## src/rtl/adc_rd_pkg.sv

```systemverilog
`timescale 1ns/1ps
package adc_rd_pkg;

    typedef enum logic [1:0] {
        ST_CONVERT = 2'd0,
        ST_READY   = 2'd1,
        ST_SETUP   = 2'd2,
        ST_CLOCK   = 2'd3
    } rd_state_t;

    // Width of the programming word: two enable marks, speed, sleep.
    localparam int unsigned PROG_BITS = 4;

    function automatic int unsigned max3(input int unsigned a, input int unsigned b,
                                         input int unsigned c);
        int unsigned m;
        m = (a > b) ? a : b;
        return (m > c) ? m : c;
    endfunction

endpackage

```

## src/rtl/adc_rd_timer.sv

```systemverilog
`timescale 1ns/1ps
// Loadable down-counter; done is high while the count sits at zero.
module adc_rd_timer #(
    parameter int unsigned W    = 8,
    parameter logic [W-1:0] INIT = '0
) (
    input  logic         clk,
    input  logic         rst_n,
    input  logic         load,
    input  logic [W-1:0] load_val,
    output logic         done
);

    logic [W-1:0] cnt;

    always_ff @(posedge clk or negedge rst_n) begin
        if (!rst_n) begin
            cnt <= INIT;
        end else if (load) begin
            cnt <= load_val;
        end else if (cnt != '0) begin
            cnt <= cnt - 1'b1;
        end
    end

    assign done = (cnt == '0);

endmodule

```

## src/rtl/adc_rd_shifter.sv

```systemverilog
`timescale 1ns/1ps
// Frame shifter: programming word out on sdi, returned bits in from sdo.
module adc_rd_shifter #(
    parameter int unsigned N  = 16,
    parameter int unsigned CW = 4
) (
    input  logic          clk,
    input  logic          rst_n,
    input  logic          load,
    input  logic [CW-1:0] cfg,
    input  logic          sample,
    input  logic          advance,
    input  logic          sdo_in,
    output logic          sdi_out,
    output logic [N-1:0]  data
);

    logic [N-1:0] out_sr;
    logic [N-1:0] in_sr;
    logic [N-1:0] load_word;

    generate
        if (N > CW) begin : g_pad
            assign load_word = {cfg, {(N-CW){1'b0}}};
        end else begin : g_trim
            assign load_word = cfg[CW-1 -: N];
        end
    endgenerate

    always_ff @(posedge clk or negedge rst_n) begin
        if (!rst_n) begin
            out_sr <= '0;
            in_sr  <= '0;
        end else if (load) begin
            out_sr <= load_word;
            in_sr  <= '0;
        end else begin
            if (advance) out_sr <= {out_sr[N-2:0], 1'b0};
            if (sample)  in_sr  <= {in_sr[N-2:0], sdo_in};
        end
    end

    assign sdi_out = out_sr[N-1];
    assign data    = in_sr;

endmodule

```

## src/rtl/adc_spi_reader.sv

```systemverilog
`timescale 1ns/1ps
module adc_spi_reader
    import adc_rd_pkg::*;
#(
    parameter int unsigned CLK_DIV   = 50,
    parameter int unsigned CONV_CYC  = 3_320_000,
    parameter int unsigned REF_CYC   = 2_400_000,
    parameter int unsigned DATA_BITS = 16
) (
    input  logic                 clk,
    input  logic                 rst_n,
    input  logic                 start,
    input  logic                 cont_mode,
    input  logic                 abort,
    input  logic                 cfg_spd,
    input  logic                 cfg_slp,
    input  logic                 sdo,
    output logic                 cs_n,
    output logic                 sck,
    output logic                 sdi,
    output logic [DATA_BITS-1:0] result,
    output logic                 result_valid
);

    localparam int unsigned TMAX = max3(CLK_DIV, CONV_CYC, REF_CYC);
    localparam int unsigned TW   = $clog2(TMAX + 1);
    localparam int unsigned BW   = $clog2(DATA_BITS + 1);
    localparam logic [TW-1:0] T_DIV  = TW'(CLK_DIV - 1);
    localparam logic [TW-1:0] T_CONV = TW'(CONV_CYC - 1);
    localparam logic [TW-1:0] T_REF  = TW'(REF_CYC - 1);
    localparam logic [BW-1:0] LAST_BIT   = BW'(DATA_BITS);
    localparam logic [BW-1:0] SLP_LATCH  = BW'(PROG_BITS - 1);

    rd_state_t            state_q, state_d;
    logic                 tmr_done, tmr_load;
    logic [TW-1:0]        tmr_val;
    logic                 sh_load, sample, advance, to_conv, fin;
    logic                 go;
    logic [BW-1:0]        bit_cnt;
    logic                 req_pend, first_pend, ref_off, frame_slp;
    logic [DATA_BITS-1:0] sh_data;
    logic [PROG_BITS-1:0] prog_word;

    assign prog_word = {1'b1, 1'b0, cfg_spd, cfg_slp};
    assign go        = first_pend | req_pend | start | cont_mode;
    assign fin       = (state_q == ST_CLOCK) && tmr_done && !sck && (bit_cnt == LAST_BIT);

    adc_rd_timer #(.W(TW), .INIT(T_CONV)) u_tmr (
        .clk      (clk),
        .rst_n    (rst_n),
        .load     (tmr_load),
        .load_val (tmr_val),
        .done     (tmr_done)
    );

    adc_rd_shifter #(.N(DATA_BITS), .CW(PROG_BITS)) u_shf (
        .clk     (clk),
        .rst_n   (rst_n),
        .load    (sh_load),
        .cfg     (prog_word),
        .sample  (sample),
        .advance (advance),
        .sdo_in  (sdo),
        .sdi_out (sdi),
        .data    (sh_data)
    );

    // Next state and per-cycle controls.
    always_comb begin
        state_d  = state_q;
        tmr_load = 1'b0;
        tmr_val  = T_DIV;
        sh_load  = 1'b0;
        sample   = 1'b0;
        advance  = 1'b0;
        to_conv  = 1'b0;
        unique case (state_q)
            ST_CONVERT: begin
                if (tmr_done) state_d = ST_READY;
            end
            ST_READY: begin
                if (go) begin
                    state_d  = ST_SETUP;
                    tmr_load = 1'b1;
                    tmr_val  = ref_off ? T_REF : T_DIV;
                    sh_load  = 1'b1;
                end
            end
            ST_SETUP: begin
                if (abort) begin
                    state_d = ST_CONVERT;
                    to_conv = 1'b1;
                end else if (tmr_done) begin
                    state_d  = ST_CLOCK;
                    tmr_load = 1'b1;
                    sample   = 1'b1;
                end
            end
            ST_CLOCK: begin
                if (abort || fin) begin
                    state_d = ST_CONVERT;
                    to_conv = 1'b1;
                end else if (tmr_done) begin
                    tmr_load = 1'b1;
                    sample   = !sck;
                    advance  = sck;
                end
            end
        endcase
        if (to_conv) begin
            tmr_load = 1'b1;
            tmr_val  = T_CONV;
        end
    end

    // State register.
    always_ff @(posedge clk or negedge rst_n) begin
        if (!rst_n) state_q <= ST_CONVERT;
        else        state_q <= state_d;
    end

    // Outputs and frame bookkeeping.
    always_ff @(posedge clk or negedge rst_n) begin
        if (!rst_n) begin
            cs_n         <= 1'b1;
            sck          <= 1'b0;
            result       <= '0;
            result_valid <= 1'b0;
            bit_cnt      <= '0;
            req_pend     <= 1'b0;
            first_pend   <= 1'b1;
            ref_off      <= 1'b0;
            frame_slp    <= 1'b0;
        end else begin
            result_valid <= 1'b0;
            cs_n         <= (state_d == ST_CONVERT) || (state_d == ST_READY);
            req_pend     <= (req_pend | start) & ~(state_q == ST_READY && go);
            if (sh_load) begin
                frame_slp <= cfg_slp;
                bit_cnt   <= '0;
            end
            if (sample) begin
                sck     <= 1'b1;
                bit_cnt <= bit_cnt + 1'b1;
                if (bit_cnt == SLP_LATCH) ref_off <= frame_slp;
            end
            if (advance) sck <= 1'b0;
            if (to_conv) begin
                sck        <= 1'b0;
                first_pend <= 1'b0;
            end
            if (fin && !abort && !first_pend) begin
                result_valid <= 1'b1;
                result       <= sh_data;
            end
        end
    end

endmodule

```

## config.mk

```make
export PLATFORM = sky130hd
export DESIGN_NAME = adc_spi_reader
export DESIGN_NICKNAME = d
export VERILOG_FILES = /design/src/rtl/adc_rd_pkg.sv /design/src/rtl/adc_rd_timer.sv /design/src/rtl/adc_rd_shifter.sv /design/src/rtl/adc_spi_reader.sv
export SDC_FILE = /design/constraint.sdc
export NUM_CORES = 1
export LEC_CHECK = 0
export BUFFER_PORTS_ARGS = -buffer_cell sky130_fd_sc_hd__buf_2
export CAP_MARGIN = 40
export CORE_MARGIN = 2
export CORE_UTILIZATION = 54
export DETAILED_ROUTE_END_ITERATION = 6
export PLACE_DENSITY = 0.81
export SETUP_SLACK_MARGIN = 0.05
export SLEW_MARGIN = 20
export SYNTH_ARGS = -nofsm -noshare
export SYNTH_HDL_FRONTEND = slang
export SYNTH_SLANG_ARGS = --single-unit
export TNS_END_PERCENT = 20
```

## constraint.sdc

```tcl
create_clock -name clk -period 2.3 [get_ports clk]
set_input_delay 0.115 -clock clk [delete_from_list [all_inputs] [get_ports clk]]
set_output_delay 0.115 -clock clk [all_outputs]
set_load 0.01 [all_outputs]
```

# Word-level counts from Yosys, hierarchy flattened
# Cells that the tools add are included.
# W data, S select, Z words.
[classes]
bitwise = 6
muxes = 38
eq_ne = 6
n_reduce_logical = 20
add_sub_neg = 2
[ops]
columns = ["operator", "count"]
rows = [
  ["$mux W22", 6],
  ["$mux W16", 4],
  ["$logic_not A22 Y1", 1],
  ["$reduce_bool A22 Y1", 1],
  ["$sub A22 B1 Y22 const B", 1],
  ["$mux W1", 17],
  ["$mux W2", 5],
  ["$mux W5", 2],
  ["$pmux W2 S4", 1],
  ["$logic_and A1 B1 Y1", 6],
  ["$reduce_bool A2 Y1", 3],
  ["$add A5 B1 Y5 const B", 1],
  ["$eq A5 B2 Y1 const B", 1],
  ["$eq A5 B5 Y1 const B", 1],
  ["$eq A2 B1 Y1 const B", 2],
  ["$eq A2 B2 Y1 const B", 2],
  ["$logic_not A2 Y1", 2],
  ["$or A1 B1 Y1", 4],
  ["$pmux W1 S2", 2],
  ["$logic_not A1 Y1", 3],
  ["$pmux W1 S3", 1],
  ["$reduce_bool A3 Y1", 1],
  ["$logic_or A1 B1 Y1", 2],
  ["$reduce_and A2 Y1", 1],
  ["other kinds (2)", 2],
]
[word_totals]
regBits = 84
word_cells = 85
input_bits = 8

# Logic depth before layout (Yosys ltp)
[depth]
ltp_word = 10
ltp_mapped = 10
mapped_depth_nobuf = 7

# Cells and area by module
# From an unflattened synthesis, not the netlist that was laid out.
[hier_totals]
hier_cells = 320
hier_area_um2 = 3575.9
[by_module_without_submodules]
columns = ["mod", "area_per_inst_um2", "seq_area_each_um2", "cells_per_inst", "instances"]
rows = [
  ["adc_rd_timer", 1378.8, 566.8, 150, 1],
  ["adc_spi_reader", 1367.6, 753.2, 103, 1],
  ["adc_rd_shifter", 829.5, 500.5, 67, 1],
]

# Least setup slack after synthesis
# No wires, ideal clock.
[synth_path]
path_type = "register to register"
from = "reg u_tmr.cnt[0]"
to = "reg result[0]"
slack_ns = 0.001
setup_ns = 0.125
t_required_ns = 2.175
n_path_buf = 3
arrival_time_ns = 2.174
path_stages_with_launch = 11
path_cell_list = "dfstp_2 -> inv_1 -> ha_1 -> nor4b_1 -> and3_1 -> buf_2 -> nand3_1 -> or3_1 -> buf_6 -> buf_6 -> mux2_4"
[synth_via]
elab_chain_cells = 6
[synth_lines]
columns = ["element", "line_no", "rtl"]
rows = [
  ["from (decl)", "adc_rd_timer.sv:14", "logic [W-1:0] cnt;"],
  ["from (signal assigned)", "adc_rd_timer.sv:20", "cnt <= load_val;"],
  ["from (signal assigned)", "adc_rd_timer.sv:22", "cnt <= cnt - 1'b1;"],
  ["$logic_not A22 Y1", "adc_rd_timer.sv:26", "assign done = (cnt == '0);"],
  ["$logic_and A1 B1 Y1 (3 in a row)", "adc_spi_reader.sv:46", "assign fin = (state_q == ST_CLOCK) && tmr_done && !sck && (bit_cnt == LAST_BIT);"],
  ["$logic_and A1 B1 Y1 (2 in a row)", "adc_spi_reader.sv:152", "if (fin && !abort && !first_pend) begin"],
  ["to (signal assigned)", "adc_spi_reader.sv:154", "result <= sh_data;"],
  ["to (decl)", "adc_spi_reader.sv:21", "output logic [DATA_BITS-1:0] result,"],
]
# Every way passes these cells.
# A chain may end at the register's enable or synchronous reset.

# Worst setup path after layout
[layout_path]
from = "reg u_tmr.cnt[1]"
to = "reg result[12]"
# The elaborated chain is that of the path after synthesis.

==> reports/qor.txt <==
=================================================================================
Count of inserted antenna diode cells                                           0
Commonest register cell after synthesis                                   dfrtp_1
Setup total negative slack                                                   0 ns
Via count of the first global-routing pass                                  2,492
Reg-to-Reg Start                                                     u_tmr.cnt[1]
PortBufs                                                                       27
Cts bufs inserted                                                               9
Effective utilization at floorplan                                          55.2%
Leakage power summed over all cells                                       1.91 nW
Capturing element of the worst setup path                              result[12]
Relative slew slack                                                         54.8%
Number of antenna-violating nets in the routed design                           0
Clock latency of the later-clocked register in the worst-skew pair        0.35 ns
Maxcap violations                                                               0
Worst reg2reg path depth                                                        8
Shortest period the worst path allows                                     2.18 ns
Overall power of the completed layout                                     3.35 mW
Wire length of the first global-routing pass                            12,300 um
Area inside the core boundary                                        0.00624 mm^2
Number of antenna violations at the first check in global routing               0
Clock tree from TritonCTS                                                    done
Overflow left after global routing                                              0
Cell variety after synth                                                       54
Least-Margin Pin Slew                                                    0.674 ns
Detailed-route DRC error count                                                  0
Deepest level of the CTS H-tree                                                 3
GR Util All Layers                                                          22.1%
Final setup skew                                                       0.00928 ns
Share of layout cells above drive strength 1                                31.8%
CP endpoint kind                                                        flip-flop
Total length of routed wires                                              7250 um
Net count reported at finish                                                  384
Fin. max-slew vios                                                              0
Status                                                               finished clean
Synthesized Nets                                                              333
Number of flops mapped to enable cells by yosys                                 0
Detail-routed net length per standard cell                                16.0 um
Non-filler cells, final                                                       454
Number of sinks driven by the clock tree                                       72
Clock root buffer                                                        clkbuf_8
Area Overhead vs Synth                                                      19.5%
Seq/Total Area, Yosys                                                       52.9%
Pin count of the biggest net entering global routing                           73
Number of top-level pins                                                       28
DIE AREA                                                             0.00703 mm^2
Power density over the cells                                          813 mW/mm^2
Die span in y                                                             83.9 um
Via-to-Cell Ratio                                                            5.72
Area used by sequential logic in the layout                          0.00182 mm^2
Reg2Reg Setup Slack                                                       0.12 ns
Placement-stage worst setup slack                                       0.0212 ns
Multi-input gate area                                                0.00154 mm^2
Setup repair bufs after CTS                                                     0
Reg2Reg Capture Point                                                  result[12]
Synthesized instance count                                                    321
Required @ worst endpoint                                                 2.53 ns
Crit path launch type                                                   flip-flop
Classification of the worst-slack hold path                          input pin to flip-flop
Overall via count from detail_route                                         2,596
Number of rows in the core area                                                29
Part of the cycle the worst path needs                                      94.9%
Die extent in x                                                           83.9 um
RSZ-0062 raised after global routing                                        false
Critical path arrival                                                     2.42 ns
Post-synthesis instance area                                         0.00344 mm^2
Iter 0 DRT Violations                                                         238
Synth async-reset ratio                                                      100%
Util after Layout                                                           66.0%
First element of the critical path                                   u_tmr.cnt[1]
Maximum vdd ir drop                                                        540 uV
Clk slew on worst S/H paths                                               0.08 ns
Flip-flop and latch count after synthesis                                      72
First-pass iteration count of the detailed router                               4
Critical path fanouts, max                                                     17
Yosys Warn Count                                                                0
Routability cong.                                                           0.925
Final hold vios                                                                 0
Maximum root-to-sink buffer count                                               2
Synthesized area per cell                                               10.7 um^2
Worst Path Class, Setup                                              flip-flop to flip-flop
Maximum achievable frequency                                            0.458 GHz
Layout fillers                                                                479
Placed cell count                                                             435
Setup violators final                                                           0
DP Wirelength                                                             4970 um
Final worst-path setup slack                                             0.118 ns
=================================================================================
==> timing repair <==
item                                    4_1_cts  5_1_grt
gates resized for setup                       1       10
endpoints found under the hold margin        60        0
hold buffers                                  3        0
endpoints found under the setup margin       10       35
==> cells in the mapped netlist (all sizes together), types with 2 or more instances <==
cell    count  area share (%)
dfrtp      57              41
nand2      30             3.3
nor2       23             2.5
o21ai      23             3.3
mux2       19             7.2
dfstp      15              11
a21oi      14             2.0
clkbuf     12             1.3
inv        12             1.3
xnor2      11             2.8
nand3      10             1.5
nor4       10             2.4
mux2i       8             2.3
buf         7             1.4
nor3        7             1.0
o31ai       5             1.1
xor2        5             1.3
ha          4             1.5
a211oi      3            0.65
and3        3            0.54
nand4       3            0.73
o31a        3            0.76
or3         3            0.54
a22o        2            0.51
a31oi       2            0.36
and2        2            0.36
and4        2            0.51
nand2b      2            0.36
o21a        2            0.44
o41ai       2            0.51
or2         2            0.36
or4         2            0.44
==> how the worst min path moves through the flow <==
stage | to | cells past startpoint | slack, ns | startpoint
after floorplan | bit_cnt[0] | 0 | -0.18 | rst_n
after global placement | u_tmr.cnt[9] | 2 | 0.17 | rst_n
after detailed placement | u_tmr.cnt[12] | 2 | 0.17 | rst_n
after CTS | req_pend | 3 | 0.007 | start
after global routing | u_shf.out_sr[13] | 3 | 0.05 | cfg_spd
final | req_pend | 3 | 0.01 | start
==> cell usage in the layout, fill, tap and decap left out, types with 3 or more instances in the layout <==
master / netlist / final
nor4_1: 8 / 6
nor2_1: 23 / 23
inv_1: 12 / 12
mux2_4: 9 / 9
buf_4: 0 / 26
mux2i_1: 8 / 8
xor2_1: 5 / 5
a21oi_1: 14 / 14
o21ai_0: 23 / 23
nor3_1: 7 / 6
ha_1: 4 / 4
o31a_1: 3 / 3
dfstp_2: 15 / 15
dfrtp_1: 57 / 57
buf_2: 5 / 27
mux2_2: 10 / 10
nand3_1: 10 / 10
nor4_2: 1 / 3
o31ai_1: 5 / 5
buf_12: 0 / 3
nand2_1: 30 / 30
clkinv_2: 0 / 3
dlygate4sd3_1: 0 / 3
clkbuf_8: 0 / 9
or3_1: 3 / 3
xnor2_1: 11 / 11
==> report_power, final <==
| group | switching, mW | internal [mW] |
|---|---|---|
| Clock | 0.491 | 0.502 |
| Combinational | 0.330 | 0.340 |
| Sequential | 0.196 | 1.49 |
| Total | 1.02 | 2.33 |
==> cell families (layout without fill, tap and decap cells) <==
kind of cell,count (synthesis),in the layout,share of synthesized area (%)
xor+xnor,16,16,4.07
fa+ha+maj,4,4,1.45
simple gates,105,105,15.9
buf+inv,31,87,4.00
mux,27,27,9.52
flops,72,72,52.9
compound gates,66,66,12.2
==> state kept, by name, summed over array words and instances (netlist names) <==
register,flops
u_shf.data,16
bit_cnt,5
u_shf.out_sr,4
req_pend,1
sck,1
ref_off,1
result_valid,1
result,16
frame_slp,1
u_tmr.cnt,22
first_pend,1
state_q,2
cs_n,1
==> routing by layer <==
layer	global-route usage, %	wire length [um]	vias up
met1	32.3	3350	1263
met2	32.8	3410	75
met3	4.95	376	10
met5	0	0	-
li1	-	-	1248
met4	7.48	116	0
==> layout make-up <==
cell class                 instances  area share (%)
multi-input combinational        218            37.4
sequential                        72            44.2
clock inverter                     7            1.70
timing repair buffer              59            10.2
clock buffer                       9            3.01
inverter                          12            1.09
tap                               77            2.34
==> critical path: stages (launching register included) <==
cell and delay, ns:
dfstp_2 0.39, inv_1 0.08, ha_1 0.14, nor4b_4 0.23
and3_4 0.26, nand3_1 0.10, or3_1 0.37, buf_12 0.18
mux2_4 0.31
==> stage by stage <==
step / cell area (um^2) / hold slack (ns)
after global routing: 4120 / 0.0544
after CTS: 4080 / 0.00732
final: 4120 / 0.0146
after global placement: 3850 / 0.167
after detailed placement: 3850 / 0.167
after floorplan: 3450 / -0.181
Note: power is estimated with default switching activity, not from simulation.
